==> config.mk <==
export PLATFORM = sky130hd
export DESIGN_NAME = txwd_dual
export DESIGN_NICKNAME = d
export VERILOG_FILES = /design/src/rtl/txwd_pkg.sv /design/src/rtl/txwd_chan_sel.sv /design/src/rtl/txwd_window.sv /design/src/rtl/txwd_seq.sv /design/src/rtl/txwd_dual.sv
export SDC_FILE = /design/constraint.sdc
export NUM_CORES = 1
export LEC_CHECK = 0
export BUFFER_PORTS_ARGS = -buffer_cell sky130_fd_sc_hd__buf_2
export CAP_MARGIN = 10
export CORE_ASPECT_RATIO = 0.8
export CORE_UTILIZATION = 61
export DETAILED_ROUTE_END_ITERATION = 16
export PLACE_DENSITY_LB_ADDON = 0.25
export SLEW_MARGIN = 20
export SYNTH_ARGS = -nofsm -noshare
export SYNTH_HDL_FRONTEND = slang
export SYNTH_HIERARCHICAL = 1
export SYNTH_SLANG_ARGS = --single-unit
==> constraint.sdc <==
create_clock -name clk -period 4.6 [get_ports clk]
set_clock_uncertainty 0.1 [all_clocks]
set_input_delay 1.15 -clock clk [delete_from_list [all_inputs] [get_ports clk]]
set_output_delay 1.15 -clock clk [all_outputs]
set_load 0.05 [all_outputs]
==> src/rtl/txwd_pkg.sv <==
package txwd_pkg;

  typedef enum logic [1:0] {
    ST_IDLE  = 2'd0,
    ST_PULSE = 2'd1,
    ST_TX    = 2'd2,
    ST_LOCK  = 2'd3
  } txwd_state_e;

endpackage

==> src/rtl/txwd_chan_sel.sv <==
module txwd_chan_sel #(
  parameter int NUM_CH = 2,
  parameter int CH_W   = 1
) (
  input  logic              clk,
  input  logic              rst_n,
  input  logic              cmd_valid,
  input  logic [CH_W-1:0]   cmd_chan,
  input  logic              ctl_valid,
  input  logic [CH_W-1:0]   ctl_chan,
  output logic [NUM_CH-1:0] sel
);

  logic [NUM_CH-1:0] sel_q;
  logic [NUM_CH-1:0] sel_d;
  logic              sel_en;

  // next-state: the command has priority over the controller choice
  always_comb begin
    sel_d  = sel_q;
    sel_en = 1'b0;
    if (ctl_valid && (int'(ctl_chan) < NUM_CH)) begin
      sel_en = 1'b1;
      for (int i = 0; i < NUM_CH; i++) sel_d[i] = (int'(ctl_chan) == i);
    end
    if (cmd_valid && (int'(cmd_chan) < NUM_CH)) begin
      sel_en = 1'b1;
      for (int i = 0; i < NUM_CH; i++) sel_d[i] = (int'(cmd_chan) == i);
    end
  end

  always_ff @(posedge clk or negedge rst_n) begin
    if (!rst_n)      sel_q <= '0;
    else if (sel_en) sel_q <= sel_d;
  end

  assign sel = sel_q;

  AST_SEL_ONEHOT: assert property (@(posedge clk) disable iff (!rst_n)
    $onehot0(sel_q));
  AST_CMD_WINS: assert property (@(posedge clk) disable iff (!rst_n)
    cmd_valid |=> sel_q[$past(cmd_chan)]);

endmodule

==> src/rtl/txwd_window.sv <==
module txwd_window #(
  parameter int WINDOW_CYC = 12800
) (
  input  logic clk,
  input  logic rst_n,
  input  logic load,
  input  logic clear,
  output logic active,
  output logic expire
);

  localparam int CW = $clog2(WINDOW_CYC + 1);
  localparam logic [CW-1:0] LOAD_VAL = CW'(WINDOW_CYC - 1);

  logic [CW-1:0] cnt_q, cnt_d;
  logic          run_q, run_d;
  logic          cnt_en;

  always_comb begin
    cnt_d  = cnt_q;
    run_d  = run_q;
    cnt_en = 1'b0;
    if (clear) begin
      run_d  = 1'b0;
      cnt_d  = '0;
      cnt_en = 1'b1;
    end else if (load) begin
      run_d  = 1'b1;
      cnt_d  = LOAD_VAL;
      cnt_en = 1'b1;
    end else if (run_q) begin
      cnt_en = 1'b1;
      if (cnt_q == '0) run_d = 1'b0;
      else             cnt_d = cnt_q - 1'b1;
    end
  end

  always_ff @(posedge clk or negedge rst_n) begin
    if (!rst_n) begin
      cnt_q <= '0;
      run_q <= 1'b0;
    end else if (cnt_en) begin
      cnt_q <= cnt_d;
      run_q <= run_d;
    end
  end

  assign active = run_q;
  assign expire = run_q && (cnt_q == '0);

  AST_WIN_CLEAR: assert property (@(posedge clk) disable iff (!rst_n)
    clear |=> !active);
  AST_WIN_LOAD: assert property (@(posedge clk) disable iff (!rst_n)
    (load && !clear) |=> (active && !expire));

endmodule

==> src/rtl/txwd_seq.sv <==
module txwd_seq
  import txwd_pkg::*;
#(
  parameter int PULSE_CYC = 4
) (
  input  logic clk,
  input  logic rst_n,
  input  logic cmd_valid,
  input  logic tx_req,
  input  logic tx_done,
  input  logic chan_ok,
  input  logic win_expire,
  output logic pulse_n,
  output logic tx_act,
  output logic win_load,
  output logic win_clear
);

  localparam int PW = (PULSE_CYC > 1) ? $clog2(PULSE_CYC) : 1;
  localparam logic [PW-1:0] PULSE_LAST = PW'(PULSE_CYC - 1);

  txwd_state_e   st_q, st_d;
  logic [PW-1:0] pc_q, pc_d;
  logic          load_d;

  always_comb begin
    st_d   = st_q;
    pc_d   = pc_q;
    load_d = 1'b0;
    unique case (st_q)
      ST_IDLE: begin
        if (tx_req && chan_ok) begin
          st_d = ST_PULSE;
          pc_d = PULSE_LAST;
        end
      end
      ST_PULSE: begin
        if (pc_q == '0) begin
          st_d   = ST_TX;
          load_d = 1'b1;
        end else begin
          pc_d = pc_q - 1'b1;
        end
      end
      ST_TX: begin
        if (tx_done)         st_d = ST_IDLE;
        else if (win_expire) st_d = ST_LOCK;
      end
      ST_LOCK: st_d = ST_LOCK;
      default: st_d = ST_IDLE;
    endcase
    if (cmd_valid) begin
      st_d   = ST_IDLE;
      load_d = 1'b0;
    end
  end

  always_ff @(posedge clk or negedge rst_n) begin
    if (!rst_n) begin
      st_q <= ST_IDLE;
      pc_q <= '0;
    end else begin
      st_q <= st_d;
      pc_q <= pc_d;
    end
  end

  assign pulse_n   = (st_q != ST_PULSE);
  assign tx_act    = (st_q == ST_TX);
  assign win_load  = load_d;
  assign win_clear = cmd_valid;

  AST_DROP_REQ: assert property (@(posedge clk) disable iff (!rst_n)
    (st_q == ST_IDLE && tx_req && !chan_ok && !cmd_valid) |=> pulse_n);
  AST_EXPIRE_LOCK: assert property (@(posedge clk) disable iff (!rst_n)
    (st_q == ST_TX && win_expire && !tx_done && !cmd_valid) |=> (st_q == ST_LOCK));
  AST_LOCK_HOLD: assert property (@(posedge clk) disable iff (!rst_n)
    (st_q == ST_LOCK && !cmd_valid) |=> !tx_act && pulse_n);
  AST_CMD_IDLE: assert property (@(posedge clk) disable iff (!rst_n)
    cmd_valid |=> (st_q == ST_IDLE));
  AST_DONE_STOP: assert property (@(posedge clk) disable iff (!rst_n)
    (st_q == ST_TX && tx_done) |=> !tx_act);

endmodule

==> src/rtl/txwd_dual.sv <==
module txwd_dual #(
  parameter int NUM_CH     = 2,
  parameter int WINDOW_CYC = 12800,
  parameter int PULSE_CYC  = 4
) (
  input  logic                clk,
  input  logic                rst_n,
  input  logic                cmd_valid_i,
  input  logic                cmd_chan_i,
  input  logic                ctl_sel_valid_i,
  input  logic                ctl_sel_chan_i,
  input  logic                tx_req_i,
  input  logic                tx_done_i,
  input  logic [NUM_CH-1:0]   tx_inh_n_i,
  output logic [NUM_CH-1:0]   sel_o,
  output logic                start_pulse_n_o,
  output logic                wd_mon_o,
  output logic [NUM_CH-1:0]   tx_en_o
);

  localparam int CH_W = 1;

  logic [NUM_CH-1:0] sel;
  logic              chan_ok;
  logic              win_load, win_clear, win_active, win_expire;
  logic              tx_act, pulse_n;

  txwd_chan_sel #(.NUM_CH(NUM_CH), .CH_W(CH_W)) u_sel (
    .clk       (clk),
    .rst_n     (rst_n),
    .cmd_valid (cmd_valid_i),
    .cmd_chan  (cmd_chan_i),
    .ctl_valid (ctl_sel_valid_i),
    .ctl_chan  (ctl_sel_chan_i),
    .sel       (sel)
  );

  assign chan_ok = |(sel & tx_inh_n_i);

  txwd_seq #(.PULSE_CYC(PULSE_CYC)) u_seq (
    .clk        (clk),
    .rst_n      (rst_n),
    .cmd_valid  (cmd_valid_i),
    .tx_req     (tx_req_i),
    .tx_done    (tx_done_i),
    .chan_ok    (chan_ok),
    .win_expire (win_expire),
    .pulse_n    (pulse_n),
    .tx_act     (tx_act),
    .win_load   (win_load),
    .win_clear  (win_clear)
  );

  txwd_window #(.WINDOW_CYC(WINDOW_CYC)) u_win (
    .clk    (clk),
    .rst_n  (rst_n),
    .load   (win_load),
    .clear  (win_clear),
    .active (win_active),
    .expire (win_expire)
  );

  for (genvar g = 0; g < NUM_CH; g++) begin : g_txen
    assign tx_en_o[g] = tx_act && sel[g] && tx_inh_n_i[g];
  end

  assign sel_o           = sel;
  assign start_pulse_n_o = pulse_n;
  assign wd_mon_o        = win_active;

  AST_NO_TXEN_IN_PULSE: assert property (@(posedge clk) disable iff (!rst_n)
    !start_pulse_n_o |-> (tx_en_o == '0));
  AST_PULSE_THEN_MON: assert property (@(posedge clk) disable iff (!rst_n)
    ($rose(start_pulse_n_o) && !$past(cmd_valid_i)) |-> wd_mon_o);
  AST_TXEN_ONEHOT: assert property (@(posedge clk) disable iff (!rst_n)
    $onehot0(tx_en_o));

endmodule

======== Yosys cells after proc, flatten, opt, wreduce, memory -nomap -nowiden ========
Index checks and enable logic that the tools add are counted.
operators by class
  reductions and logical operators ........ 17
  equal/unequal tests ..................... 10
  add/sub/neg operators ................... 2
  bitwise logic cells ..................... 3
  mux-type cells .......................... 27
operators by type and width
  cell                                                                     count
  14-bit 2-to-1 mux                                                        4
  2-bit 2-to-1 mux                                                         9
  14-bit zero test                                                         1
  14-bit by 1-bit subtractor with 14-bit output, second input constant     1
  1-bit 2-to-1 mux                                                         12
  3-bit AND reduction                                                      3
  2-bit case mux with 4 select lines                                       1
  1-bit logical AND                                                        6
  3-bit by 2-bit inequality test with 1-bit output, second input constant  2
  2-bit == test, second input constant                                     2
  2-bit zero test                                                          2
  2-bit by 1-bit inequality test with 1-bit output, second input constant  2
  4-bit by 3-bit inequality test with 1-bit output, second input constant  1
  2-bit case mux with 2 select lines                                       1
  2-bit nonzero test                                                       2
  3-bit inequality test, second input constant                             1
  3-bit nonzero test                                                       1
  2-bit AND                                                                1
  2-bit by 1-bit == test with 1-bit output, second input constant          1
  2-bit inequality test, second input constant                             1
  1-bit NOT                                                                2
  2-bit AND reduction                                                      1
  2-bit OR reduction                                                       1
  2-bit by 1-bit subtractor with 2-bit output, second input constant       1
word-level totals
  input port bits ......................... 10
  register bits after elaboration ......... 21

======== Depth between registers and ports, before layout ========
  depth after elaboration ................. 7
  depth in mapped cells ................... 8
  mapped depth without buffers ............ 8

======== By module ========
The synthesis kept the hierarchy.
modules (own cells, without submodules)
  module         area each (sq um)  times used  cells an instance
  txwd_window    933.4              1           96
  txwd_seq       245.2              1           26
  txwd_chan_sel  92.6               1           8
  txwd_dual      22.5               1           3

======== Worst setup path before layout ========
OpenSTA, ideal clock, no wires.
  kind .................................... input to output
  start point ............................. in tx_inh_n_i[1]
  end point ............................... out tx_en_o[1]
  stages .................................. 1
  required time ........................... 3.350 ns
  arrival time ............................ 1.599 ns
  path buffers ............................ 0
  slack ................................... 1.751 ns
  cells stage by stage .................... and3_1
on the way
  word-level cells in the longest chain between the ends .. 1
ends and longest elaborated chain
  element            RTL line         RTL
  from (decl)        txwd_dual.sv:14  input logic [NUM_CH-1:0] tx_inh_n_i,
  1-bit logical AND  txwd_dual.sv:64  assign tx_en_o[g] = tx_act && sel[g] && tx_inh_n_i[g];
  to (decl)          txwd_dual.sv:18  output logic [NUM_CH-1:0] tx_en_o
Every way passes these cells.

======== Worst setup path in the final report ========
Same ends and word-level chain as after synthesis.

==> flow_summary_export.csv <==
group,metric,value,unit
global_route,antenna_found_initial,0,
die,core_area,0.00194,mm^2
sta,rsz0062_at_grt,"false",
hold_path,hold_path.class,"reg2reg",
global_route,grt_use_met2,36.5,%
cells_and_area,drive_above_1_share,20.1,%
global_route,grt_pass1_vias,921,
clock_network,htreeDepth,1,
sta,relSlewSlack,58.2,%
global_route,met3_usage,6.45,%
cells_and_area,final_area,0.00140,mm^2
global_route,grt-busiest-layer,"met1",
route,drtIter0Drc,29,
cells_and_area,layout.nets,162,
clock_network,clk_pin_slew_worst_paths,0.11,ns
power_and_ir_drop,power_density,280,mW/mm^2
synthesis,yosys_warnings,6,
clock_network,numCtsBuffers,3,
synthesis,syn_avg_cell_area,9.73,um^2
cells_and_area,antenna_cells,0,
die,dieArea,0.00231,mm^2
setup_path,start_kind,"primary input",
setup_path,critPathArrivalTime,1.63,ns
synthesis,synth_top_cell_by_area,"dfrtp_1",
route,drt_first_pass_iters,4,
placed_design,dp_hpwl,1880,um
placed_design,portBuffers,15,
cells_and_area,syn_to_final_growth,8.41,%
synthesis,synthCells,133,
placed_design,gp_congestion,0.917,
clock_network,cts-resized-gates,0,
synthesis,ys_ff_latch,21,
synthesis,ys_seq_area_share,40.6,%
clock_network,cts_tree,"built",
clock_network,cts-root-buf,"clkbuf_4",
synthesis,synthArstFlopShare,100,%
global_route,grt_usage,26.2,%
synthesis,synth_edf_count,0,
setup_path,critPathMostFrequentCell,"buf_2",
route,wl,2630,um
setup_path,crit_chain,"buf_2 -> and3_1 -> buf_2",
run_status,status,"complete, no violations",
clock_network,ctsHoldBuffers,0,
synthesis,synth_ff_type,"dfrtp_1",
power_and_ir_drop,ir_drop,303,uV
setup_path,cp-end-kind,"output port",
route,ant_nets,0,
synthesis,yosysMostFrequentCell,"dfrtp_1",
route,vias,1089,
setup_path,cp.required,3.35,ns
clock_network,clk_latency,0.32,ns
synthesis,netlist_top_cells_count,"dfrtp_1 (21), nand2_1 (11), a21oi_1 (9), inv_1 (9), nor2_1 (9)",
clock_network,post_cts_buffers,0,
setup_path,crit_path_top_delay_cell,"buf_2",
global_route,grt_max_degree,23,
sta,setup_violations,0,
clock_network,cts_max_path_buffers,2,
die,rows,14,
sta,tns,0,ns
sta,tightest_slew,0.619,ns
setup_path,crit_fanout,2,
setup_path,cp_slowest_stage_delay,0.25,ns
synthesis,synth_cell_types,48,
route,viasPerCell,6.29,
die,die_x,53.5,um
global_route,grt_pass1_wl,4280,um
route,routedWlPerCell,15.2,um
setup_path,path_buf_inv,2,
route,drcViolationCount,0,
global_route,grt_overflow,0,
synthesis,netlist.area_leader.share,40.6,%
synthesis,synthesis.nets,145,
power_and_ir_drop,p_leak,0.622,nW
setup_path,cpLargestDelayFamily,"buffers and inverters",
sta,fmax,347,MHz
sta,timing.final.crit_share,62.7,%
run,maxCapViolations,0,
die,dieHeight,43.2,um
sta,maxSlewViolCount,0,
synthesis,yosys-top-cells-area,"dfrtp_1 (41%), a21oi_1 (3.5%), nand2_1 (3.2%)",
global_route,grtUsageMet1,38.4,%
die,start_util,66.5,%
placed_design,placed_area,0.00138,mm^2
sta,finalCriticalPeriod,2.88,ns
clock_network,clock-sinks,21,
synthesis,synth_area,0.00129,mm^2
setup_path,critPathKind,"in2out",
sta,hold_violations,0,
die,ios,16,
==> power breakdown <==
group          internal (mW)  total (mW)  switching, mW
clock                 0.0340      0.0892         0.0552
sequential             0.197       0.209         0.0126
combinational         0.0425      0.0944         0.0520
==> metal layers <==
layer,share of wire (%),vias to the layer above
li1,-,535
met1,51,530
met2,44,18
met3,3.2,6
met4,1.7,0
met5,0,-
==> layout by cell type (no fill, tap or decap), types with 2 or more instances in the layout <==
cell type | netlist | routed
nor4_1 | 3 | 3
and4_1 | 2 | 2
o31a_1 | 2 | 2
nand2_1 | 11 | 11
a311oi_1 | 3 | 3
a2bb2oi_1 | 2 | 2
nor3_1 | 5 | 5
dfrtp_1 | 21 | 21
xnor2_1 | 2 | 2
inv_1 | 9 | 9
buf_2 | 0 | 15
nor3_2 | 3 | 3
mux2i_1 | 3 | 3
a21oi_1 | 9 | 9
nand4_1 | 4 | 4
nor2_1 | 9 | 9
ha_1 | 2 | 2
o21ai_0 | 3 | 3
o31ai_1 | 2 | 2
a22o_1 | 2 | 2
nor3b_1 | 2 | 2
clkbuf_4 | 0 | 3
or3_1 | 2 | 2
and2b_1 | 2 | 2
a31oi_1 | 4 | 4
==> sequential cells by signal (all words and copies together) (netlist names) <==
signal / count
u_sel/sel: 2
u_win/active: 1
u_win/cnt_q: 14
u_seq/st_q: 2
u_seq/pc_q: 2
==> per-stage QoR <==
step / cells / worst slack (ns) / hold WS [ns] / total power, mW / util, %
2_1_floorplan: 133 / 1.75 / 0.405 / 0.283 / -
3_3_place_gp: 169 / 1.73 / 0.428 / 0.301 / 70.8
3_5_place_dp: 169 / 1.72 / 0.437 / 0.306 / 70.8
4_1_cts: 173 / 1.72 / 0.463 / 0.398 / 72.1
5_1_grt: 173 / 1.69 / 0.502 / 0.416 / 72.1
6_report: 173 / 1.72 / 0.467 / 0.393 / 72.1
==> area by class of cell <==
cell class,instances,area (um^2)
multi-input combinational,98,701
tap,24,30.0
fill,150,542
sequential,21,526
inverter,10,37.5
timing repair buffer,16,82.6
clock buffer,4,26.3
==> cell families (layout without fill, tap and decap cells) <==
family / Yosys count / after routing / synth area share, %
and+or+nand+nor: 56 / 56 / 27.7
xor gates and xnor gates: 2 / 2 / 1.35
buffers and inverters: 14 / 30 / 5.22
muxes: 4 / 4 / 3.19
DFF: 21 / 21 / 40.6
AOI/OAI and AO/OA: 34 / 34 / 20.0
adders and majority gates: 2 / 2 / 1.93
==> worst register-to-register path, stage by stage (launching register included) <==
cell	delay, ns
dfrtp_1	0.40
inv_1	0.08
ha_1	0.25
nor3b_1	0.21
buf_4	0.21
clkinv_1	0.25
and4_1	0.26
nor4_1	0.27
==> worst paths after layout <==
check                           cells after the start     startpoint  slack [ns]               to
max in group asynchronous                           1          rst_n        3.41   u_win/cnt_q[1]
worst max-delay path                                3  tx_inh_n_i[1]        1.72       tx_en_o[1]
worst min register to register                      1  u_seq/pc_q[1]        0.47    u_seq/pc_q[1]
worst min-delay path                                1  u_seq/pc_q[1]        0.47    u_seq/pc_q[1]
worst max register to register                      7  u_seq/pc_q[1]        2.46  u_win/cnt_q[12]
min in group asynchronous                           1          rst_n        0.67    u_seq/pc_q[0]
Power figures use the tool's default switching activity.
